`config.mk`:
```
export PLATFORM = sky130hd
export DESIGN_NAME = simd_sat_alu
export DESIGN_NICKNAME = d
export VERILOG_FILES = /design/src/rtl/simd_alu_pkg.sv /design/src/rtl/simd_lane.sv /design/src/rtl/simd_mac_unit.sv /design/src/rtl/simd_acc_bank.sv /design/src/rtl/simd_sat_alu.sv
export SDC_FILE = /design/constraint.sdc
export NUM_CORES = 2
export LEC_CHECK = 0
export BUFFER_PORTS_ARGS = -buffer_cell sky130_fd_sc_hd__buf_4
export CAP_MARGIN = 40
export CORE_AREA = 2 2 237 472
export CTS_CLUSTER_DIAMETER = 120
export CTS_CLUSTER_SIZE = 14
export DETAILED_ROUTE_END_ITERATION = 10
export DIE_AREA = 0 0 239 474
export SETUP_SLACK_MARGIN = 0.3
export SYNTH_ARGS = -nofsm -noshare
export SYNTH_HDL_FRONTEND = slang
export SYNTH_SLANG_ARGS = --single-unit
```
`constraint.sdc`:
```
create_clock -name clk -period 8.1 [get_ports clk]
set_clock_uncertainty 0.15 [all_clocks]
set_input_delay 1.215 -clock clk [delete_from_list [all_inputs] [get_ports clk]]
set_output_delay 1.215 -clock clk [all_outputs]
set_load 0.01 [all_outputs]
```
`src/rtl/simd_alu_pkg.sv`:
```
package simd_alu_pkg;

  localparam int unsigned BYTE_W = 8;
  localparam int unsigned HALF_W = 16;
  localparam int unsigned WORD_W = 32;
  localparam int unsigned N_BYTE = WORD_W / BYTE_W;
  localparam int unsigned N_HALF = WORD_W / HALF_W;
  localparam int unsigned PROD_W = 2 * HALF_W;

  typedef enum logic [2:0] {
    OP_ADD  = 3'd0,
    OP_SUB  = 3'd1,
    OP_SHL  = 3'd2,
    OP_SHRA = 3'd3,
    OP_SHRL = 3'd4,
    OP_MAC  = 3'd5
  } alu_op_e;

  typedef enum logic [1:0] {
    LM_U8  = 2'd0,
    LM_Q15 = 2'd1,
    LM_Q31 = 2'd2,
    LM_Q31X = 2'd3
  } lane_mode_e;

  typedef struct packed {
    logic [PROD_W-1:0] term;
    logic              ovf;
  } mac_term_t;

  // Q15 x Q15 -> Q31 with the single unrepresentable case clamped
  function automatic mac_term_t q15_product(input logic [HALF_W-1:0] a,
                                            input logic [HALF_W-1:0] b);
    mac_term_t         r;
    logic signed [PROD_W-1:0] ax;
    logic signed [PROD_W-1:0] bx;
    logic signed [PROD_W-1:0] p;
    ax = {{HALF_W{a[HALF_W-1]}}, a};
    bx = {{HALF_W{b[HALF_W-1]}}, b};
    p  = ax * bx;
    if (a == {1'b1, {(HALF_W-1){1'b0}}} && b == {1'b1, {(HALF_W-1){1'b0}}}) begin
      r.term = {1'b0, {(PROD_W-1){1'b1}}};
      r.ovf  = 1'b1;
    end else begin
      r.term = {p[PROD_W-2:0], 1'b0};
      r.ovf  = 1'b0;
    end
    return r;
  endfunction

endpackage

```
`src/rtl/simd_lane.sv`:
```
module simd_lane
  import simd_alu_pkg::*;
#(
  parameter int unsigned W           = 8,
  parameter bit          SIGNED_LANE = 1'b0,
  localparam int unsigned SH_W       = $clog2(W)
) (
  input  logic [2:0]      op_i,
  input  logic            sat_i,
  input  logic [SH_W-1:0] sh_i,
  input  logic [W-1:0]    a_i,
  input  logic [W-1:0]    b_i,
  output logic [W-1:0]    res_o,
  output logic            ovf_o
);

  localparam logic [W-1:0] UMAX = {W{1'b1}};
  localparam logic [W-1:0] SMAX = {1'b0, {(W-1){1'b1}}};
  localparam logic [W-1:0] SMIN = {1'b1, {(W-1){1'b0}}};

  logic          ext_a, ext_b;
  logic [W:0]    add_x, sub_x;
  logic          add_ovf, sub_ovf, shl_ovf;
  logic [W-1:0]  add_sat, sub_sat, shl_sat;
  logic [W-1:0]  shl_x, shl_back, shra_x, shrl_x;

  always_comb begin
    ext_a = SIGNED_LANE ? a_i[W-1] : 1'b0;
    ext_b = SIGNED_LANE ? b_i[W-1] : 1'b0;
    add_x = {ext_a, a_i} + {ext_b, b_i};
    sub_x = {ext_a, a_i} - {ext_b, b_i};

    if (SIGNED_LANE) begin
      add_ovf = add_x[W] ^ add_x[W-1];
      sub_ovf = sub_x[W] ^ sub_x[W-1];
      add_sat = add_x[W] ? SMIN : SMAX;
      sub_sat = sub_x[W] ? SMIN : SMAX;
    end else begin
      add_ovf = add_x[W];
      sub_ovf = sub_x[W];
      add_sat = UMAX;
      sub_sat = '0;
    end

    shl_x = a_i << sh_i;
    if (SIGNED_LANE) begin
      shl_back = $signed(shl_x) >>> sh_i;
      shl_sat  = a_i[W-1] ? SMIN : SMAX;
      shra_x   = $signed(a_i) >>> sh_i;
    end else begin
      shl_back = shl_x >> sh_i;
      shl_sat  = UMAX;
      shra_x   = a_i >> sh_i;
    end
    shl_ovf = (shl_back != a_i);
    shrl_x  = a_i >> sh_i;

    res_o = '0;
    ovf_o = 1'b0;
    case (op_i)
      OP_ADD: begin
        res_o = (add_ovf && sat_i) ? add_sat : add_x[W-1:0];
        ovf_o = add_ovf;
      end
      OP_SUB: begin
        res_o = (sub_ovf && sat_i) ? sub_sat : sub_x[W-1:0];
        ovf_o = sub_ovf;
      end
      OP_SHL: begin
        res_o = (shl_ovf && sat_i) ? shl_sat : shl_x;
        ovf_o = shl_ovf;
      end
      OP_SHRA: res_o = shra_x;
      OP_SHRL: res_o = shrl_x;
      default: begin
        res_o = '0;
        ovf_o = 1'b0;
      end
    endcase
  end

endmodule

```
`src/rtl/simd_mac_unit.sv`:
```
module simd_mac_unit
  import simd_alu_pkg::*;
#(
  parameter int unsigned ACC_W = 64
) (
  input  logic [HALF_W-1:0] a_i,
  input  logic [HALF_W-1:0] b_i,
  input  logic [ACC_W-1:0]  acc_i,
  output logic [PROD_W-1:0] term_o,
  output logic              ovf_o,
  output logic [ACC_W-1:0]  acc_o
);

  mac_term_t prod;

  always_comb begin
    prod   = q15_product(a_i, b_i);
    term_o = prod.term;
    ovf_o  = prod.ovf;
    acc_o  = acc_i + {{(ACC_W-PROD_W){prod.term[PROD_W-1]}}, prod.term};
  end

endmodule

```
`src/rtl/simd_acc_bank.sv`:
```
module simd_acc_bank #(
  parameter int unsigned ACC_W   = 64,
  parameter int unsigned NUM_ACC = 4,
  localparam int unsigned SEL_W  = $clog2(NUM_ACC)
) (
  input  logic             clk,
  input  logic             rst_n,
  input  logic             wr_en_i,
  input  logic [SEL_W-1:0] sel_i,
  input  logic [ACC_W-1:0] wr_data_i,
  output logic [ACC_W-1:0] rd_data_o
);

  logic [ACC_W-1:0] acc_q [NUM_ACC];

  for (genvar g = 0; g < NUM_ACC; g++) begin : g_acc
    always_ff @(posedge clk or negedge rst_n) begin
      if (!rst_n) begin
        acc_q[g] <= '0;
      end else if (wr_en_i && sel_i == SEL_W'(g)) begin
        acc_q[g] <= wr_data_i;
      end
    end
  end

  assign rd_data_o = acc_q[sel_i];

endmodule

```
`src/rtl/simd_sat_alu.sv`:
```
module simd_sat_alu
  import simd_alu_pkg::*;
#(
  parameter int unsigned ACC_W   = 64,
  parameter int unsigned NUM_ACC = 4,
  localparam int unsigned SEL_W  = $clog2(NUM_ACC),
  localparam int unsigned SHA_W  = $clog2(WORD_W)
) (
  input  logic              clk,
  input  logic              rst_n,
  input  logic              valid_i,
  input  logic [2:0]        op_i,
  input  logic [1:0]        mode_i,
  input  logic              sat_i,
  input  logic [SHA_W-1:0]  shamt_i,
  input  logic [SEL_W-1:0]  acc_sel_i,
  input  logic [WORD_W-1:0] a_i,
  input  logic [WORD_W-1:0] b_i,
  input  logic              flag_clr_i,
  output logic [WORD_W-1:0] result_o,
  output logic [N_BYTE-1:0] lane_ovf_o,
  output logic [N_BYTE-1:0] sticky_ovf_o,
  output logic [ACC_W-1:0]  acc_o
);

  localparam int unsigned BSH_W = $clog2(BYTE_W);
  localparam int unsigned HSH_W = $clog2(HALF_W);

  // lane results for each layout
  logic [WORD_W-1:0] u8_res, q15_res, q31_res;
  logic [N_BYTE-1:0] u8_ovf;
  logic [N_HALF-1:0] q15_ovf;
  logic              q31_ovf;

  // named internal events
  logic              mac_fire;
  logic              acc_wr_en;
  logic [PROD_W-1:0] mac_term;
  logic              mac_ovf;
  logic [ACC_W-1:0]  acc_sum;
  logic [WORD_W-1:0] res_nxt;
  logic [N_BYTE-1:0] lane_ovf_nxt;

  for (genvar g = 0; g < N_BYTE; g++) begin : g_byte
    simd_lane #(.W(BYTE_W), .SIGNED_LANE(1'b0)) u_lane (
      .op_i  (op_i),
      .sat_i (sat_i),
      .sh_i  (shamt_i[BSH_W-1:0]),
      .a_i   (a_i[g*BYTE_W +: BYTE_W]),
      .b_i   (b_i[g*BYTE_W +: BYTE_W]),
      .res_o (u8_res[g*BYTE_W +: BYTE_W]),
      .ovf_o (u8_ovf[g])
    );
  end

  for (genvar g = 0; g < N_HALF; g++) begin : g_half
    simd_lane #(.W(HALF_W), .SIGNED_LANE(1'b1)) u_lane (
      .op_i  (op_i),
      .sat_i (sat_i),
      .sh_i  (shamt_i[HSH_W-1:0]),
      .a_i   (a_i[g*HALF_W +: HALF_W]),
      .b_i   (b_i[g*HALF_W +: HALF_W]),
      .res_o (q15_res[g*HALF_W +: HALF_W]),
      .ovf_o (q15_ovf[g])
    );
  end

  simd_lane #(.W(WORD_W), .SIGNED_LANE(1'b1)) u_word (
    .op_i  (op_i),
    .sat_i (sat_i),
    .sh_i  (shamt_i),
    .a_i   (a_i),
    .b_i   (b_i),
    .res_o (q31_res),
    .ovf_o (q31_ovf)
  );

  simd_mac_unit #(.ACC_W(ACC_W)) u_mac (
    .a_i    (a_i[HALF_W-1:0]),
    .b_i    (b_i[HALF_W-1:0]),
    .acc_i  (acc_o),
    .term_o (mac_term),
    .ovf_o  (mac_ovf),
    .acc_o  (acc_sum)
  );

  assign mac_fire  = (op_i == OP_MAC);
  assign acc_wr_en = valid_i && mac_fire;

  simd_acc_bank #(.ACC_W(ACC_W), .NUM_ACC(NUM_ACC)) u_bank (
    .clk       (clk),
    .rst_n     (rst_n),
    .wr_en_i   (acc_wr_en),
    .sel_i     (acc_sel_i),
    .wr_data_i (acc_sum),
    .rd_data_o (acc_o)
  );

  always_comb begin
    if (mac_fire) begin
      res_nxt      = mac_term;
      lane_ovf_nxt = {{(N_BYTE-1){1'b0}}, mac_ovf};
    end else begin
      case (mode_i)
        LM_U8: begin
          res_nxt      = u8_res;
          lane_ovf_nxt = u8_ovf;
        end
        LM_Q15: begin
          res_nxt      = q15_res;
          lane_ovf_nxt = {{(N_BYTE-N_HALF){1'b0}}, q15_ovf};
        end
        default: begin
          res_nxt      = q31_res;
          lane_ovf_nxt = {{(N_BYTE-1){1'b0}}, q31_ovf};
        end
      endcase
    end
  end

  always_ff @(posedge clk or negedge rst_n) begin
    if (!rst_n) begin
      result_o     <= '0;
      lane_ovf_o   <= '0;
      sticky_ovf_o <= '0;
    end else begin
      if (valid_i) begin
        result_o   <= res_nxt;
        lane_ovf_o <= lane_ovf_nxt;
      end
      if (flag_clr_i) begin
        sticky_ovf_o <= '0;
      end else if (valid_i) begin
        sticky_ovf_o <= sticky_ovf_o | lane_ovf_nxt;
      end
    end
  end

endmodule

```
After elaboration in Yosys (flattened, before gate mapping)
Cells that the tools add are included.
{"block": "word_totals", "ff_bits": 296, "latch_bits": 0, "ram_bits": 0, "rom_bits": 0, "inputBits": 81, "out_inout_bits": 104, "word_cells": 160, "n_memories": 0}
{"block": "op_classes", "add_sub_neg": 15, "n_mul": 1, "n_div": 0, "magnitude_cmp": 1, "eq_ne": 18, "n_shift": 24, "muxes": 54, "n_bitwise": 8, "reduce_logical": 32}
{"operator": "two-way mux 32 bit", "count": 7}
{"operator": "two-way mux 16 bit", "count": 12}
{"operator": "one-hot mux 16 bit (5 select lines)", "count": 2}
{"operator": "one-hot mux 32 bit (5 select lines)", "count": 1}
{"operator": "binary-select mux 64 bit (select 2 bit)", "count": 1}
{"operator": "two-way mux 64 bit", "count": 2}
{"operator": "one-hot mux 8 bit (4 select lines)", "count": 4}
{"operator": "two-way mux 8 bit", "count": 12}
{"operator": "adder 64 bit", "count": 1}
{"operator": "one-hot mux 32 bit (2 select lines)", "count": 1}
{"operator": "right shift 8 x 3 -> 8 bit", "count": 8}
{"operator": ">>> shifter 16 x 4 -> 16 bit", "count": 4}
{"operator": ">>> shifter 32 x 5 -> 32 bit", "count": 2}
{"operator": "adder 8 x 8 -> 9 bit", "count": 4}
{"operator": "subtractor 8 x 8 -> 9 bit", "count": 4}
{"operator": "adder 16 x 16 -> 17 bit", "count": 2}
{"operator": "subtractor 16 x 16 -> 17 bit", "count": 2}
{"operator": "adder 32 x 32 -> 33 bit", "count": 1}
{"operator": "two-way mux 33 bit", "count": 1}
{"operator": "subtractor 32 x 32 -> 33 bit", "count": 1}
{"operator": "equality test 16 bit, second input constant", "count": 2}
{"operator": "inequality test 16 bit", "count": 2}
{"operator": "inequality test 32 bit", "count": 1}
{"operator": "inequality test 8 bit", "count": 4}
{"operator": "other kinds (23)", "count": 72}

Longest topological paths before layout
{"block": "logic_depth", "ltp_word": 9, "mapped_depth": 43, "ltp_nobuf": 39}

By module
From an unflattened synthesis, not the netlist that was laid out.
{"block": "hier_totals", "hier_cells": 6447, "hier_area_um2": 53889.2}
{"mod": "simd_mac_unit", "n_inst": 1, "cells_per_inst": 1629, "area_each_um2": 13197.7, "seq_area_each_um2": 0.0}
{"mod": "simd_lane (u_word)", "n_inst": 1, "cells_per_inst": 1683, "area_each_um2": 11379.7, "seq_area_each_um2": 0.0}
{"mod": "simd_acc_bank", "n_inst": 1, "cells_per_inst": 621, "area_each_um2": 11078.1, "seq_area_each_um2": 6406.1}
{"mod": "simd_lane (g_byte[0].u_lane ...)", "n_inst": 4, "cells_per_inst": 198, "area_each_um2": 1529.0, "seq_area_each_um2": 0.0}
{"mod": "simd_lane (g_half[0].u_lane)", "n_inst": 1, "cells_per_inst": 708, "area_each_um2": 4772.1, "seq_area_each_um2": 0.0}
{"mod": "simd_lane (g_half[1].u_lane)", "n_inst": 1, "cells_per_inst": 725, "area_each_um2": 4753.3, "seq_area_each_um2": 0.0}
{"mod": "simd_sat_alu", "n_inst": 1, "cells_per_inst": 289, "area_each_um2": 2592.5, "seq_area_each_um2": 1001.0}

Worst setup path after synthesis
No wires, ideal clock.
{"block": "synth_timing", "kind": "in2reg", "start": "input port a_i[15]", "end": "register u_bank.acc_q[121] (netlist name)", "setup_time_ns": 0.125, "t_arrival_ns": 11.442, "t_required_ns": 7.825, "path_slack_ns": -3.617, "path_stages": 40, "path_buffers": 9, "cell_sequence": "clkbuf_1 > clkbuf_1 > clkbuf_1 > clkbuf_1 > nand2_1 > inv_1 > fa_1 > inv_1 > fa_1 > inv_1 > fa_1 > fa_1 > fa_1 > fa_1 > ha_1 > a21o_1 > a21oi_1 > o21ai_0 > [... 4 more ...] > clkbuf_1 > inv_1 > clkbuf_1 > clkbuf_1 > ha_1 > clkbuf_1 > inv_1 > nor4_1 > nand2_1 > o32ai_1 > o32ai_1 > a21o_1 > a21oi_1 > a21o_1 > clkbuf_1 > mux2i_1 > xnor2_1 > mux2_2"}
{"block": "synth_via", "elab_chain_cells": 4, "word_cells_on_any_way": 5, "classes_between": "1 x add/sub; 1 x mul; 1 x eq/ne; 1 x mux; 1 x reduce/logical"}
{"element": "start, declared", "line": "simd_sat_alu.sv:17", "source": "input logic [WORD_W-1:0] a_i,"}
{"element": "branches (longest 2 deep; another with multiplier 16 x 16 -> 31 bit)"}
{"element": "two-way mux 33 bit (*)", "line": "simd_alu_pkg.sv:41", "source": "if (a == {1'b1, {(HALF_W-1){1'b0}}} && b == {1'b1, {(HALF_W-1){1'b0}}}) begin"}
{"element": "adder 64 bit (*)", "line": "simd_mac_unit.sv:20", "source": "acc_o = acc_i + {{(ACC_W-PROD_W){prod.term[PROD_W-1]}}, prod.term};"}
{"element": "end signal, assigned by index", "line": "simd_acc_bank.sv:21", "source": "acc_q[g] <= wr_data_i;"}
{"element": "end, declared", "line": "simd_acc_bank.sv:14", "source": "logic [ACC_W-1:0] acc_q [NUM_ACC];"}
Every way passes the cells marked *.
A chain may end at the register's enable or synchronous reset.

Worst setup path after layout
{"block": "layout_timing", "start": "input port b_i[5]", "end": "register u_bank.acc_q[189] (netlist name)"}
{"block": "layout_via", "elab_chain_cells": 4, "word_cells_on_any_way": 5, "classes_between": "1 x add/sub; 1 x mul; 1 x eq/ne; 1 x mux; 1 x reduce/logical"}
{"element": "start, declared", "line": "simd_sat_alu.sv:18", "source": "input logic [WORD_W-1:0] b_i,"}
{"element": "branches (longest 2 deep; another with multiplier 16 x 16 -> 31 bit)"}
{"element": "two-way mux 33 bit (*)", "line": "simd_alu_pkg.sv:41"}
{"element": "adder 64 bit (*)", "line": "simd_mac_unit.sv:20"}
Marks and branches as above.

==> results.cfg <==
[place]
place_congestion = 1.105
placed_cell_area_um2 = 51670
portBuffers = 184
place_hpwl_um = 208000

[setup_path]
crit_required_ns = 8.45
worstPathBufferInverterCount = 11
startpoint_type = input pin
crit_slowest_cell = fa_1
reg2reg_slack_ns = 2.78
cp_data_arrival_time_ns = 10.18
cp_top_family = adder cells
slowest_delay_ns = 0.55
endpoint_kind = register
criticalPathCategory = input pin to register
crit_fanout = 7

[global_routing]
gr-total-overflow = 0
antenna_found_initial = 57
grt_pass1_wl_um = 392500
grt_pass1_vias = 51730
grt_util_all_layers_pct = 49.46
grt_max_degree = 159

[cts]
holdBufCountCts = 0
clk_pin_slew_ns = 0.07
cts_tree = built
cts_buffer_depth = 3
cts.htree.levels = 1
clk_latency_ns = 0.62
clock-sinks = 296
cts_buffers = 26
cts-root-buf = clkbuf_16

[layout]
multi_input_area_um2 = 34690
register_area_um2 = 7407
fillers = 10720
fin_nets = 6744
final_area_um2 = 54970
drive_gt1_share_pct = 27.06
syn_to_final_growth_pct = 26.54
fin_util_pct = 50.08

[sta]
setup_viol = 164
setup_slack_ns = -1.737
rsz0062_at_grt = true
period_share_pct = 121.4
min_period_ns = 9.837
slew_headroom_pct = 29.85
slew_violations = 0
hold_viol = 0
fmax_mhz = 101.7
worst_slew_pin_slew_ns = 1.050

[synth]
synth-edff-count = 0
synthTopCellsByCount = nand2_1 (874), inv_1 (412), a21oi_1 (379)
yosysMostFrequentCell = nand2_1
synth.net_count = 6039
avgSynthCellArea_um2 = 7.897
ys_ff_latch = 296
yosys.area_share.simple_pct = 19.31
synth_cell_types = 100
ys_async_sr_fraction_pct = 100.0
yosys_most_used_dff = dfrtp_1
synth_compound_area_share_pct = 23.32
synth_top_family_by_area = compound AO/OA/AOI/OAI gates
yosysTopAreaCell = dfrtp_1
synth_warnings = 0
synth_top_area_share_pct = 17.05
synth_fa_ha_area_share_pct = 17.74
synth_mux_area_share_pct = 10.63
synth_area_leaders = dfrtp_1 (17%), fa_1 (12%), nand2_1 (7.6%)
synth_area_um2 = 43440
yosysSeqAreaShare_pct = 17.05
synthXorXnorAreaFrac_pct = 4.355
postSynthCellCount = 5501

[route]
vias_per_cell = 6.736
drt_iter0_markers = 5790
wire_per_inst_um = 36.30
drtAntennaViolNets = 0
wirelength_um = 277400
dr_total_vias = 51460
drc = 0
first_pass_iters = 8

[min_path]
hold_class = register to register

[flow_run]
maxCapViolCount = 0

[floorplanning]
die_w_um = 239
ioPinCount = 185
rows = 172
start_util_pct = 39.58
die_h_um = 474
core_um2 = 109800
die-area_um2 = 113300

[status]
violations = setup timing
status = complete, but fails checks
## layer usage
metal | vias to the layer above | GRT usage, % | routed length [um]
li1 | 20950 | - | -
met1 | 24990 | 45.54 | 82220
met2 | 3729 | 77.61 | 127000
met3 | 1758 | 21.86 | 29510
met4 | 32 | 53.20 | 38390
met5 | - | 1.801 | 240
## cells in the final DEF, fill, tap and decap left out, types with 41 or more instances in the layout
| cell type | Yosys | layout |
|---|---|---|
| xnor2_1 | 167 | 143 |
| ha_1 | 192 | 166 |
| a211oi_1 | 53 | 46 |
| nand3_1 | 98 | 92 |
| a21oi_1 | 379 | 350 |
| o21ai_0 | 374 | 312 |
| o21ai_1 | 4 | 45 |
| buf_6 | 3 | 50 |
| mux4_2 | 114 | 114 |
| mux2i_1 | 90 | 87 |
| o211ai_1 | 44 | 44 |
| mux2_2 | 99 | 85 |
| and2_1 | 112 | 104 |
| inv_1 | 412 | 377 |
| a21o_1 | 69 | 67 |
| nor3_1 | 92 | 84 |
| a31oi_1 | 59 | 53 |
| xor2_1 | 49 | 41 |
| dfrtp_1 | 296 | 296 |
| nand2_1 | 874 | 841 |
| fa_1 | 265 | 251 |
| nor2_1 | 376 | 357 |
| buf_4 | 3 | 983 |
| o22ai_1 | 49 | 49 |
| nand2b_1 | 49 | 49 |
## worst min-delay path: cells and delay by family, from the launching register on
family	cells	cell delay (ns)
flip-flops	1	0.34
AND/OR/NAND/NOR	2	0.10
## per-stage QoR
step           hold WS (ns)  instances  TNS (ns)  worst slack [ns]
2_1_floorplan        0.2904       5501   -172.46            -1.736
3_3_place_gp         0.3018       7482   -328.50            -2.469
3_5_place_dp         0.3068       7492   -337.20            -2.526
4_1_cts              0.3238       7553   -165.28            -1.597
5_1_grt              0.3426       7609   -238.84            -2.064
6_report             0.3206       7640   -177.90            -1.737
## area by class of cell
class / instances / area share [%]
Multi-Input combinational cell: 4379 / 63.12
Timing Repair Buffer: 1079 / 15.85
Sequential cell: 296 / 13.48
Tap cell: 1392 / 3.168
Inverter: 424 / 2.941
Clock buffer: 26 / 1.184
Antenna cell: 39 / 0.1775
Clock inverter: 5 / 0.09105
## registers in the layout, summed over array words and instances, names as in the netlist
| signal | count |
|---|---|
| sticky_ovf_o | 4 |
| u_bank.acc_q | 256 |
| result_o | 32 |
| lane_ovf_o | 4 |
## path summary, 6_finish.rpt
kind / startpoint / endpoint / cells past startpoint
max in group asynchronous: rst_n / u_bank.acc_q[140]$_DFFE_PN0P_ / 2
min reg2reg: u_bank.acc_q[215]$_DFFE_PN0P_ / u_bank.acc_q[215]$_DFFE_PN0P_ / 2
max reg2reg: u_bank.acc_q[194]$_DFFE_PN0P_ / u_bank.acc_q[189]$_DFFE_PN0P_ / 18
min in group asynchronous: rst_n / u_bank.acc_q[39]$_DFFE_PN0P_ / 1
min: u_bank.acc_q[215]$_DFFE_PN0P_ / u_bank.acc_q[215]$_DFFE_PN0P_ / 2
max: b_i[5] / u_bank.acc_q[189]$_DFFE_PN0P_ / 43
## cell families (layout without fill, tap and decap cells)
logic type / count (synthesis) / count (layout)
AND/OR/NAND/NOR: 1861 / 1861
AO/OA/AOI/OAI: 1540 / 1540
buffers and inverters: 826 / 1534
adder cells (fa/ha/maj): 457 / 457
multiplexers: 305 / 305
flip-flops: 296 / 296
XOR/XNOR: 216 / 216
other: 0 / 39
## what timing repair did
item	4_1_cts	5_1_grt
buffers inserted	30	25
pin swaps	76	152
setup endpoints to repair	191	201
gates resized for setup	172	248
cloned	0	0
Power is left out: the tool's default activity adds up to more than one toggle a clock period on the data nets, which glitch-free logic cannot reach.
